==> src/rtl/freq_level_pkg.sv <==
package freq_level_pkg;

    // Frequency level codes; the numeric value is what the clock generator decodes.
    typedef enum logic [1:0] {
        FL_SLOW = 2'd0,   // 250 MHz
        FL_MID  = 2'd1,   // 500 MHz
        FL_FAST = 2'd2    // 800 MHz
    } freq_lvl_e;

endpackage

==> src/rtl/fl_interval_timer.sv <==
module fl_interval_timer #(
    parameter int CNT_W = 16
) (
    input  logic             clk,
    input  logic             rst_n,
    input  logic             enable,
    input  logic [CNT_W-1:0] interval,
    output logic             tick
);

    logic [CNT_W-1:0] cnt_q;
    logic [CNT_W-1:0] limit;

    // Interval 0 is clamped to one cycle.
    always_comb begin
        if (interval == '0) begin
            limit = '0;
        end else begin
            limit = interval - CNT_W'(1);
        end
    end

    // >= guards against the interval shrinking below the running count.
    assign tick = enable && (cnt_q >= limit);

    always_ff @(posedge clk) begin
        if (!rst_n) begin
            cnt_q <= '0;
        end else if (!enable || tick) begin
            cnt_q <= '0;
        end else begin
            cnt_q <= cnt_q + CNT_W'(1);
        end
    end

endmodule

==> src/rtl/fl_band_classifier.sv <==
module fl_band_classifier
    import freq_level_pkg::*;
#(
    parameter int FILL_W   = 8,
    parameter int LOW_THR  = 10,
    parameter int HIGH_THR = 20
) (
    input  logic [FILL_W-1:0] fill,
    output freq_lvl_e         band
);

    localparam logic [FILL_W-1:0] LOW_L  = FILL_W'(LOW_THR);
    localparam logic [FILL_W-1:0] HIGH_L = FILL_W'(HIGH_THR);

    always_comb begin
        if (fill >= HIGH_L) begin
            band = FL_FAST;
        end else if (fill >= LOW_L) begin
            band = FL_MID;
        end else begin
            band = FL_SLOW;
        end
    end

endmodule

==> src/rtl/fl_level_fsm.sv <==
module fl_level_fsm
    import freq_level_pkg::*;
(
    input  logic      clk,
    input  logic      rst_n,
    input  logic      tick,
    input  freq_lvl_e band,
    output freq_lvl_e state,
    output logic      change
);

    freq_lvl_e state_q;
    freq_lvl_e state_d;
    logic      change_q;

    // Next-state logic: on a tick, go to the sampled band's state.
    always_comb begin
        state_d = state_q;
        unique case (state_q)
            FL_SLOW: if (tick) state_d = band;   // stay, go-mid, go-fast
            FL_MID:  if (tick) state_d = band;   // go-slow, stay, go-fast
            FL_FAST: if (tick) state_d = band;   // go-slow, go-mid, stay
            default: state_d = FL_FAST;
        endcase
    end

    // State register.
    always_ff @(posedge clk) begin
        if (!rst_n) begin
            state_q <= FL_FAST;
        end else begin
            state_q <= state_d;
        end
    end

    // Output register: strobe goes high together with the new level.
    always_ff @(posedge clk) begin
        if (!rst_n) begin
            change_q <= 1'b0;
        end else begin
            change_q <= (state_d != state_q);
        end
    end

    assign state  = state_q;
    assign change = change_q;

endmodule

==> src/rtl/freq_level_ctrl.sv <==
module freq_level_ctrl
    import freq_level_pkg::*;
#(
    parameter int FILL_W   = 8,
    parameter int CNT_W    = 16,
    parameter int LOW_THR  = 10,
    parameter int HIGH_THR = 20
) (
    input  logic              clk,
    input  logic              rst_n,
    input  logic              enable,
    input  logic [CNT_W-1:0]  interval,
    input  logic [FILL_W-1:0] buf_fill,
    output logic [1:0]        level,
    output logic              level_change
);

    logic      tick;
    freq_lvl_e band;
    freq_lvl_e state;

    fl_interval_timer #(.CNT_W(CNT_W)) u_timer (
        .clk      (clk),
        .rst_n    (rst_n),
        .enable   (enable),
        .interval (interval),
        .tick     (tick)
    );

    fl_band_classifier #(
        .FILL_W   (FILL_W),
        .LOW_THR  (LOW_THR),
        .HIGH_THR (HIGH_THR)
    ) u_class (
        .fill (buf_fill),
        .band (band)
    );

    fl_level_fsm u_fsm (
        .clk    (clk),
        .rst_n  (rst_n),
        .tick   (tick),
        .band   (band),
        .state  (state),
        .change (level_change)
    );

    assign level = state;

endmodule

==> config.mk <==
export PLATFORM = sky130hd
export DESIGN_NAME = freq_level_ctrl
export DESIGN_NICKNAME = d
export VERILOG_FILES = /design/src/rtl/freq_level_pkg.sv /design/src/rtl/fl_interval_timer.sv /design/src/rtl/fl_band_classifier.sv /design/src/rtl/fl_level_fsm.sv /design/src/rtl/freq_level_ctrl.sv
export SDC_FILE = /design/constraint.sdc
export NUM_CORES = 1
export LEC_CHECK = 0
export ABC_AREA = 1
export BUFFER_PORTS_ARGS = -buffer_cell sky130_fd_sc_hd__buf_2
export CAP_MARGIN = 20
export CORE_ASPECT_RATIO = 0.9
export CORE_MARGIN = 2
export CORE_UTILIZATION = 50
export DETAILED_ROUTE_END_ITERATION = 16
export GPL_ROUTABILITY_DRIVEN = 0
export MAX_ROUTING_LAYER = met4
export PLACE_DENSITY = 0.77
export SLEW_MARGIN = 15
export SYNTH_ARGS = -nofsm -noshare
export SYNTH_HDL_FRONTEND = slang
export SYNTH_HIERARCHICAL = 1
export SYNTH_SLANG_ARGS = --single-unit
export TNS_END_PERCENT = 10
==> constraint.sdc <==
create_clock -name clk -period 3.09 [get_ports clk]
set_clock_uncertainty 0.05 [all_clocks]
set_input_delay 0.4635 -clock clk [delete_from_list [all_inputs] [get_ports clk]]
set_output_delay 0.4635 -clock clk [all_outputs]
set_load 0.005 [all_outputs]
**After elaboration in Yosys (flattened, before gate mapping)**

Index checks and enable logic that the tools add are counted.

- Output and inout port bits: 3
- Flip-flop bits (word level): 19
- Word-level logic and storage cells: 24
- Bits of input ports: 27

- Bitwise operators: 1
- Reductions and logical operators: 7
- Eq/ne operators: 3
- Add/sub/neg operators: 2
- Muxes and demuxes: 5
- Order comparisons: 3

Operators by type and width:

| cell | count |
|---|---|
| adder 16 x 1 -> 16 bit, second input constant | 1 |
| >= comparator 16 bit | 1 |
| zero test 16 bit | 1 |
| 2-to-1 mux 16 bit | 1 |
| subtractor 16 x 1 -> 16 bit, second input constant | 1 |
| >= comparator 8 x 4 -> 1 bit, second input constant | 1 |
| >= comparator 8 x 5 -> 1 bit, second input constant | 1 |
| 2-to-1 mux 2 bit | 3 |
| OR reduction 3 bit | 1 |
| equality test 2 x 1 -> 1 bit, second input constant | 1 |
| equality test 2 bit, second input constant | 1 |
| zero test 2 bit | 1 |
| != test 2 bit | 1 |
| OR reduction 2 bit | 1 |
| logical AND 1 bit | 1 |
| zero test 1 bit | 1 |
| logical OR 1 bit | 1 |
| 2-to-1 mux 1 bit | 1 |
| NOT 1 bit | 1 |

**Depth between registers and ports, before layout**

- Depth after elaboration: 7
- Gate-level depth with buffers: 21
- Gate-level depth less buffers: 21

**Cells and area by module**

Netlist, hierarchy kept.

Modules (own cells, without submodules):

| module | seq. area each (sq um) | cells each | instances | area an instance (sq um) |
|---|---|---|---|---|
| fl_interval_timer | 320.3 | 259 | 1 | 1629.1 |
| fl_level_fsm | 60.1 | 24 | 1 | 153.9 |
| fl_band_classifier | 0.0 | 11 | 1 | 51.3 |

**Worst setup path before layout**

Ideal clock, no wire load.

- Path kind: in2reg
- Start point: in interval[0]
- End point: reg u_fsm.change_q, in the netlist u_fsm/change
- Data arrival time: 2614 ps
- Buffers on the path: 0
- Stages: 18
- Data required time: 2926 ps
- Path slack: 313 ps
- Setup time: 114 ps
- Path through: inv_1 > ha_1 > inv_1 > nor2_1 > inv_1 > nor2_1 > xor2_1 > nand2_1 > ha_1 > nand4_1 > a21oi_1 > nor2_1 > a21boi_0 > nand2_1 > nand2_1 > nand3_1 > nand2_1 > a21oi_2

- Cells in the longest elaborated chain, start to end: 7
- Elaborated cells on any way between the ends: 8
- Those cells by class: 1 x add/sub; 1 x order compare; 1 x eq/ne; 3 x mux; 2 x reduce/logical

RTL lines:

| element | line | RTL |
|---|---|---|
| from (decl) | freq_level_ctrl.sv:12 | `input logic [CNT_W-1:0] interval,` |
| subtractor 16 x 1 -> 16 bit / zero test 16 bit (equally long branches) | fl_interval_timer.sv:19, fl_interval_timer.sv:16 |  |
| 2-to-1 mux 16 bit * | fl_interval_timer.sv:16 | `if (interval == '0) begin` |
| >= comparator 16 bit * | fl_interval_timer.sv:24 | `assign tick = enable && (cnt_q >= limit);` |
| logical AND 1 bit * | fl_interval_timer.sv:24 |  |
| named net tick | freq_level_ctrl.sv:18 | `logic tick;` |
| 2-to-1 mux 2 bit * | fl_level_fsm.sv:20, fl_level_fsm.sv:21, fl_level_fsm.sv:22 |  |
| 2-to-1 mux 2 bit * | - |  |
| != test 2 bit * | fl_level_fsm.sv:41 | `change_q <= (state_d != state_q);` |
| to (signal assigned) | fl_level_fsm.sv:41 |  |
| to (decl) | fl_level_fsm.sv:14 | `logic change_q;` |

The timed path passes the listed nets; every way through them passes the cells marked *.
A chain may end at the register's enable or synchronous reset.

**Final worst setup path**

Ends and elaborated chain as after synthesis.

==> results_dict.tcl <==
set metrics [dict create \
    outcome "finished, final reports clean" \
    grt_pass1_wl_microns 6490 \
    num_rows 20 \
    drive_above_1_share_pct 16.8 \
    cts_tree "done" \
    leakage_nw 1.03 \
    drc 0 \
    slew_violations 0 \
    yosysWarnings 6 \
    final.setup.tns_ns 0 \
    final_cells 372 \
    syn2layout_area_growth_pct 13.8 \
    portBuffers 28 \
    met1Wirelength_microns 2050 \
    cts_sinks 19 \
    start_kind "input pin" \
    dp_cells 368 \
    synth_seq_cells 19 \
    antenna_found_initial 0 \
    layout.nets 375 \
    start_util_pct 53.1 \
    finalCritPeriodShare_pct 89.8 \
    path_max_fanout 4 \
    wl_met3_microns 113 \
    ys_seq_area_share_pct 20.7 \
    coreArea_sq_mm 0.00345 \
    first_iter_violations 86 \
    ir_worst_vdd_mv 0.208 \
    power.total_uw 511 \
    grt_max_degree 17 \
    cts_root_buffer "clkbuf_8" \
    grt_setup_unrepaired "no" \
    worst_pin_slew_ns 0.337 \
    post_cts_buffers 0 \
    cts-hold-fix-buffers 0 \
    fin_util_pct 60.4 \
    async_flop_share_pct 0 \
    dpl.hpwl_microns 3280 \
    ant_nets 0 \
    die_h_microns 61.5 \
    wl_microns 3960 \
    timing.max_slew.rel_slack_pct 77.5 \
    fmax_mhz 360 \
    setup_viol 0 \
    first_pass_iters 4 \
    clkTransAtPathRegs_ns 0.07 \
    yosysUniqueCellTypes 28 \
    synth-edff-count 0 \
    crit_type "input pin to flop" \
    p_per_area_mw_per_mm2 245 \
    cap_violations 0 \
    cts-buffers-inserted 3 \
    track_usage_pct 21.2 \
    io_pins 30 \
    die_area_sq_mm 0.00417 \
    syn_area_sq_mm 0.00183 \
    holdCritPathClass "flop to flop" \
    grt_pass1_vias 1604 \
    cts_resized 0 \
    top_layer_used "met4" \
    period_needed_ns 2.78 \
    cp-end-kind "flop" \
    worstPathArrival_ns 2.88 \
    hold-worst-slack_ns 0.418 \
    cp.required_ns 3.20 \
    met2_length_microns 1780 \
    wl_per_cell_microns 10.6 \
    overflow 0 \
    num_antenna_cells 0 \
    insertion_delay_ns 0.26 \
    synth.net_count 340 \
    synth_area_per_cell_sq_um 6.24 \
    die_w_microns 67.8 \
    htreeDepth 1 \
    hold_violations 0 \
    synth-main-ff-cell "dfxtp_1" \
    viasPerCell 4.86 \
    clockBufferDepth 2 \
    syn_inst 294 \
    vias 1807 \
]
[sequential cells by signal (all words and copies together), names as in the netlist]
register / cells
u_timer/cnt_q: 16
u_fsm/state: 2
u_fsm/change: 1
[synthesized netlist by cell type (3+ instances only)]
library cell	n	area, sq um
nand3_1	27	135
nand3_2	3	30.0
nor2_1	48	180
nand2_2	5	31.3
a21oi_1	7	35.0
nand2_1	61	229
inv_1	50	188
ha_1	19	238
o21ai_0	7	35.0
dfxtp_1	19	380
nor2_2	5	31.3
xnor2_1	5	43.8
xor2_1	8	70.1
nand4_1	6	37.5
nor3_1	8	40.0
[path summary, 6_finish.rpt]
kind | from | to | slack, ns | depth (start not counted)
worst max-delay path | interval[0] | u_fsm/change | 0.31 | 22
worst min-delay path | u_timer/cnt_q[0] | u_timer/cnt_q[0] | 0.42 | 1
worst max register to register | u_timer/cnt_q[7] | u_fsm/change | 1.09 | 15
worst min register to register | u_timer/cnt_q[0] | u_timer/cnt_q[0] | 0.42 | 1
[per-stage QoR]
| stage | worst slack [ns] | instance area [sq um] |
|---|---|---|
| 2_1_floorplan | 0.313 | 1830 |
| 3_3_place_gp | 0.118 | 2040 |
| 3_5_place_dp | 0.0679 | 2040 |
| 4_1_cts | 0.345 | 2090 |
| 5_1_grt | 0.0728 | 2090 |
| 6_report | 0.314 | 2090 |
[layout make-up]
| cell class | count | area [sq um] |
|---|---|---|
| Sequential cell | 19 | 380 |
| Inverter | 51 | 191 |
| Tap cell | 44 | 55.1 |
| Clock inverter | 1 | 5.00 |
| Clock buffer | 3 | 41.3 |
| Multi-Input combinational cell | 223 | 1250 |
| Fill cell | 345 | 1370 |
| Timing Repair Buffer | 31 | 163 |
[cells by family after synthesis]
logic type | count (synthesis) | share of synthesized area, %
AO/OA/AOI/OAI | 22 | 7.16
XOR/XNOR | 13 | 6.21
adder cells (fa/ha/maj) | 19 | 13.0
buffers and inverters | 52 | 11.1
flip-flops | 19 | 20.7
AND/OR/NAND/NOR | 169 | 41.9
[routing by layer]
metal	up-vias	GRT usage, %
li1	1002	-
met1	779	26.5
met2	24	36.4
met3	2	2.19
met4	0	6.00
met5	-	-
[power by group]
part           internal (mW)  leakage, nW  switching, mW
Combinational         0.0377        0.855         0.0572
Clock                 0.0895       0.0255         0.0794
Sequential             0.246        0.153        0.00133
[worst max-delay path, cell delays in order]
cell and delay (ns):
buf_2 0.11, inv_1 0.09, buf_4 0.13, nand3_2 0.11
inv_1 0.09, nand2_1 0.09, nor2_1 0.20, or2_2 0.14
nand3_1 0.09, ha_1 0.32, nand2_1 0.05, inv_1 0.06
nand2_1 0.05, a21oi_1 0.11, nor2_1 0.07, a21boi_0 0.18
buf_4 0.16, nand2_1 0.07, nand2_1 0.09, nand3_1 0.07
nand2_1 0.08, a21oi_2 0.05
[placed cells by master (no fill, tap or decap), drive strengths merged, types with 2 or more instances in the layout]
cell type / instances
nand3b: 2
buf: 31
nand4: 6
nand3: 30
clkbuf: 3
a21oi: 8
ha: 19
dfxtp: 19
xnor2: 5
nand2: 66
o211ai: 2
nor3: 10
xor2: 8
or2: 2
o21ai: 8
inv: 51
nor2: 53
No activity file was read; power rests on OpenSTA's default activity.
